==> config.mk <==
export PLATFORM = sky130hd
export DESIGN_NAME = speech_fifo
export DESIGN_NICKNAME = d
export VERILOG_FILES = /design/src/rtl/speech_fifo.sv
export SDC_FILE = /design/constraint.sdc
export NUM_CORES = 1
export LEC_CHECK = 0
export BUFFER_PORTS_ARGS = -buffer_cell sky130_fd_sc_hd__buf_2
export CAP_MARGIN = 20
export CORE_MARGIN = 2
export CORE_UTILIZATION = 60
export DETAILED_ROUTE_END_ITERATION = 10
export PLACE_DENSITY = 0.75
export SETUP_SLACK_MARGIN = 0.4
export SYNTH_ARGS = -nofsm -noshare
export SYNTH_HDL_FRONTEND = slang
export SYNTH_SLANG_ARGS = --single-unit
==> constraint.sdc <==
create_clock -name clk -period 5.94 [get_ports clk]
set_input_delay 1.188 -clock clk [delete_from_list [all_inputs] [get_ports clk]]
set_output_delay 1.188 -clock clk [all_outputs]
set_load 0.05 [all_outputs]
==> src/rtl/speech_fifo.sv <==
module speech_fifo #(
  parameter int DW       = 8,
  parameter int DEPTH    = 16,
  parameter int LOW_MARK = 8
) (
  input  logic          clk,
  input  logic          rst_n,
  input  logic          wr_en,
  input  logic [DW-1:0] wr_data,
  output logic          wr_ready,
  input  logic          rd_en,
  output logic [DW-1:0] rd_data,
  input  logic          talk_busy,
  input  logic          stat_rd,
  output logic [7:0]    status,
  output logic          irq
);
  localparam int AW = (DEPTH > 1) ? $clog2(DEPTH) : 1;
  localparam int CW = $clog2(DEPTH + 1);
  localparam logic [CW-1:0] FULLC = CW'(DEPTH);
  localparam logic [CW-1:0] LOWC  = CW'(LOW_MARK);
  localparam logic [AW-1:0] LAST  = AW'(DEPTH - 1);

  logic [DW-1:0] mem [DEPTH];
  logic [AW-1:0] wp, rp;
  logic [CW-1:0] count, count_n;
  logic          busy_q, ovf, irq_q;

  wire push = wr_en && (count != FULLC);
  wire pop  = rd_en && (count != '0);

  assign count_n = count + CW'(push) - CW'(pop);

  wire empty   = (count == '0);
  wire low     = !empty && (count <= LOWC);
  wire done    = empty && !busy_q;
  wire empty_n = (count_n == '0);
  wire low_n   = !empty_n && (count_n <= LOWC);
  wire done_n  = empty_n && !talk_busy;

  wire event_hit = (low_n && !low) || (empty_n && !empty) ||
                   (done_n && !done) || (push && low_n);

  assign wr_ready = (count != FULLC);
  assign status   = {4'b0, ovf, done, low, empty};
  assign irq      = irq_q;

  always_ff @(posedge clk) begin
    if (push) mem[wp] <= wr_data;
  end

  always_ff @(posedge clk or negedge rst_n) begin
    if (!rst_n) begin
      wp      <= '0;
      rp      <= '0;
      count   <= '0;
      rd_data <= '0;
      busy_q  <= 1'b0;
      ovf     <= 1'b0;
      irq_q   <= 1'b0;
    end else begin
      if (push) wp <= (wp == LAST) ? '0 : wp + 1'b1;
      if (pop)  rp <= (rp == LAST) ? '0 : rp + 1'b1;
      if (rd_en) rd_data <= pop ? mem[rp] : '0;
      count  <= count_n;
      busy_q <= talk_busy;
      ovf    <= (wr_en && !wr_ready) || (ovf && !stat_rd);
      irq_q  <= (count_n <= LOWC) && ((irq_q && !stat_rd) || event_hit);
    end
  end


  occupancy_bound_chk: assert property (@(posedge clk) disable iff (!rst_n)
    count <= FULLC);


  irq_quiet_chk: assert property (@(posedge clk) disable iff (!rst_n)
    (count > LOWC) |-> !irq);


  full_drop_chk: assert property (@(posedge clk) disable iff (!rst_n)
    (wr_en && !wr_ready && !rd_en) |=> ($stable(count) && ovf));


  empty_pop_chk: assert property (@(posedge clk) disable iff (!rst_n)
    (rd_en && !wr_en && empty) |=> (rd_data == '0 && count == '0));


  status_read_chk: assert property (@(posedge clk) disable iff (!rst_n)
    (stat_rd && !wr_en && !rd_en) |=> $stable(count));


  ovf_clear_chk: assert property (@(posedge clk) disable iff (!rst_n)
    (stat_rd && !(wr_en && !wr_ready)) |=> !ovf);
endmodule

==> reports/results.ini <==
[worst_hold_path]
hold_path_end = rd_data[1]
hp-class = flop to flop
min_from = rd_data[1]
whs_path_depth = 2

[floorplanning]
start_util_pct = 61.6
core_um2 = 10300
io_pins = 32
die_area_um2 = 11400
die_y_um = 107
fp-row-count = 37
die_w_um = 107

[clock_tree]
clock_sinks = 152
cts.repair.resized = 0
cts_buffers = 17
post-cts-setup-buffer-count = 0
cts_tree = built
cts_buffer_depth = 2
cts_hold_buf = 0
clockRootBuffer = clkbuf_8
cts.clk_slew.worst_paths_ns = 0.06
clk_latency_ns = 0.52
htree_levels = 4

[sta]
finalHoldViolCount = 0
hold_ws_ns = 0.524
maxSlewHeadroom_pct = 44.4
setup_viol = 0
clock_skew_ns = 0.00622
fin_setup_tns_ns = 0
slew_violations = 0
fin_crit_sh_pct = 53.7
fmax_mhz = 314
worst_pin_slew_ns = 0.835
rsz0062_at_grt = no
timing.final.crit_period_ns = 3.19

[critical_path]
rr_startpoint = count[2]
worstPathMaxFanout = 11
arrival_ns = 3.58
r2r_cells = 13
path_class = flop to flop
startpoint_type = flop
critical_path_required_ns = 6.34
endpoint_kind = flop
r2r_end = irq
r2r_slack_ns = 2.75

[synth]
synth.top_cells.by_count = 128 x edfxtp_1, 24 x dfrtp_1, 21 x inv_1, 19 x mux4_2, 18 x nand2_1
yosysTopAreaCellShare_pct = 60.7
ys_ff_latch = 152
yosys.cell_count.top_type = edfxtp_1
syn_inst = 355
yosys_warnings = 0
synth_area_um2 = 6330
synth_area_leaders = edfxtp_1 61%, dfrtp_1 9.5%, mux4_2 6.8%, mux4_1 5.0%, ha_1 2.6%
synth_edf_count = 128
yosysSeqAreaShare_pct = 70.2
synth_flop_cell = edfxtp_1
synth_area_leader_cell = edfxtp_1
ys_types = 41
postSynthAreaPerCell_um2 = 17.8
synth-async-reset-ratio_pct = 15.8

[final_layout]
final_cells = 530
nets = 411
layout-drive-gt1-share_pct = 21.3
diodes = 0
area_growth_pct = 11.3
fillers = 681

[drt]
drc_errors = 0
avgViaCountPerCell = 6.04
drt-pass1-iter-count = 5
wl_per_cell_um = 22.2
totalWireLength_mm = 11.8
dr.first_iter.drc_count = 246
ant_nets = 0
vias = 3199

[pwr]
ir_worst_vdd_uv = 379
p_per_area_nw_per_um2 = 491
power.leakage_nw = 2.54
p_total_w = 0.00346

[placement]
dp_cells = 500
portBuffers = 27
dp_hpwl_mm = 7.49
place.gp.congestion = 0.797

[grt]
antenna_found_initial = 0
grt_pass1_wl_mm = 18.1
grt_pass1_vias = 3239
track_usage_pct = 22.6
grt_max_degree = 37
overflow = 0

[flow_run]
cap_violations = 0

[run_status]
status = finished clean

-- worst max-delay path, cell delays in order, from the launching register on --
cell	delay [ns]
dfrtp_1	0.38
inv_1	0.09
ha_1	0.24
nand4bb_1	0.15
and2_1	0.35
inv_1	0.16
ha_1	0.31
inv_1	0.04
ha_1	0.20
fa_1	0.40
xor2_1	0.19
nor3_1	0.25
mux2i_1	0.23
o31ai_1	0.08
-- through the flow --
stage | util [%] | instance area (um2) | setup slack, ns
after floorplan | - | 6350 | 2.55
after CTS | 68.6 | 7050 | 2.75
after global routing | 68.6 | 7050 | 2.50
after global placement | 63.5 | 6530 | 2.41
final | 68.6 | 7050 | 2.75
after detailed placement | 63.5 | 6530 | 2.28
-- metal layers --
metal  up-vias  track usage (%)  wire [um]
met4         0             6.77        114
met1      1656             30.3       4930
li1       1430                -          -
met2       105             36.5       6030
met3         8             6.38        685
met5         -                0          0
-- flip-flops by register name (all words and copies together) (netlist names) --
signal,count
busy_q,1
irq,1
ovf,1
rd_data,8
wp,4
count,5
rp,4
mem,128
-- final cells by class --
cell class / instances / area, um2 / area share, %
inverter: 21 / 78.8 / 1.12
timing repair buffer: 30 / 158 / 2.24
sequential: 152 / 4450 / 63.1
clock inverter: 12 / 104 / 1.47
tap: 136 / 170 / 2.41
multi-input combinational: 161 / 1670 / 23.8
clock buffer: 18 / 418 / 5.93
-- cell families (layout without fill, tap and decap cells) --
family,Yosys count,count (layout),share of synthesized area (%)
mux,48,48,14.6
simple gates,57,57,4.94
other cells,1,4,0.0592
buf+inv,45,81,3.59
xor+xnor,5,5,0.691
fa+ha+maj,14,14,2.88
compound gates,33,33,3.12
flops,152,152,70.2
-- placed cells by master (no fill, tap or decap), types with 6 or more instances in the layout --
cell	synthesis	final
mux2i_1	10	10
mux4_1	12	12
mux4_2	19	19
inv_1	21	21
o21ai_0	7	7
o21ai_1	6	6
dfrtp_1	24	23
edfxtp_1	128	128
o22ai_1	8	8
nand2_1	18	18
clkbuf_16	0	16
mux2_2	7	7
and2_1	13	13
ha_1	13	13
buf_2	4	27
nand3_1	7	7
-- report_power, final --
part / switching [W] / internal (W) / total (W) / leakage [nW]
sequential: 0.0000949 / 0.00132 / 0.00142 / 1.45
clock: 0.000402 / 0.000549 / 0.000951 / 0.245
combinational: 0.000654 / 0.000444 / 0.00110 / 0.846
total: 0.00115 / 0.00231 / 0.00346 / 2.54
-- how the worst max path moves through the flow --
stage	slack, ns	depth (start not counted)	endpoint	startpoint
floorplan	2.55	11	irq	rd_en
global placement	2.41	11	irq	rd_en
detailed placement	2.28	11	irq	rd_en
CTS	2.75	13	irq	count[2]
global route	2.50	13	irq	count[2]
finish	2.75	13	irq	count[2]
Power figures use the tool's default switching activity.
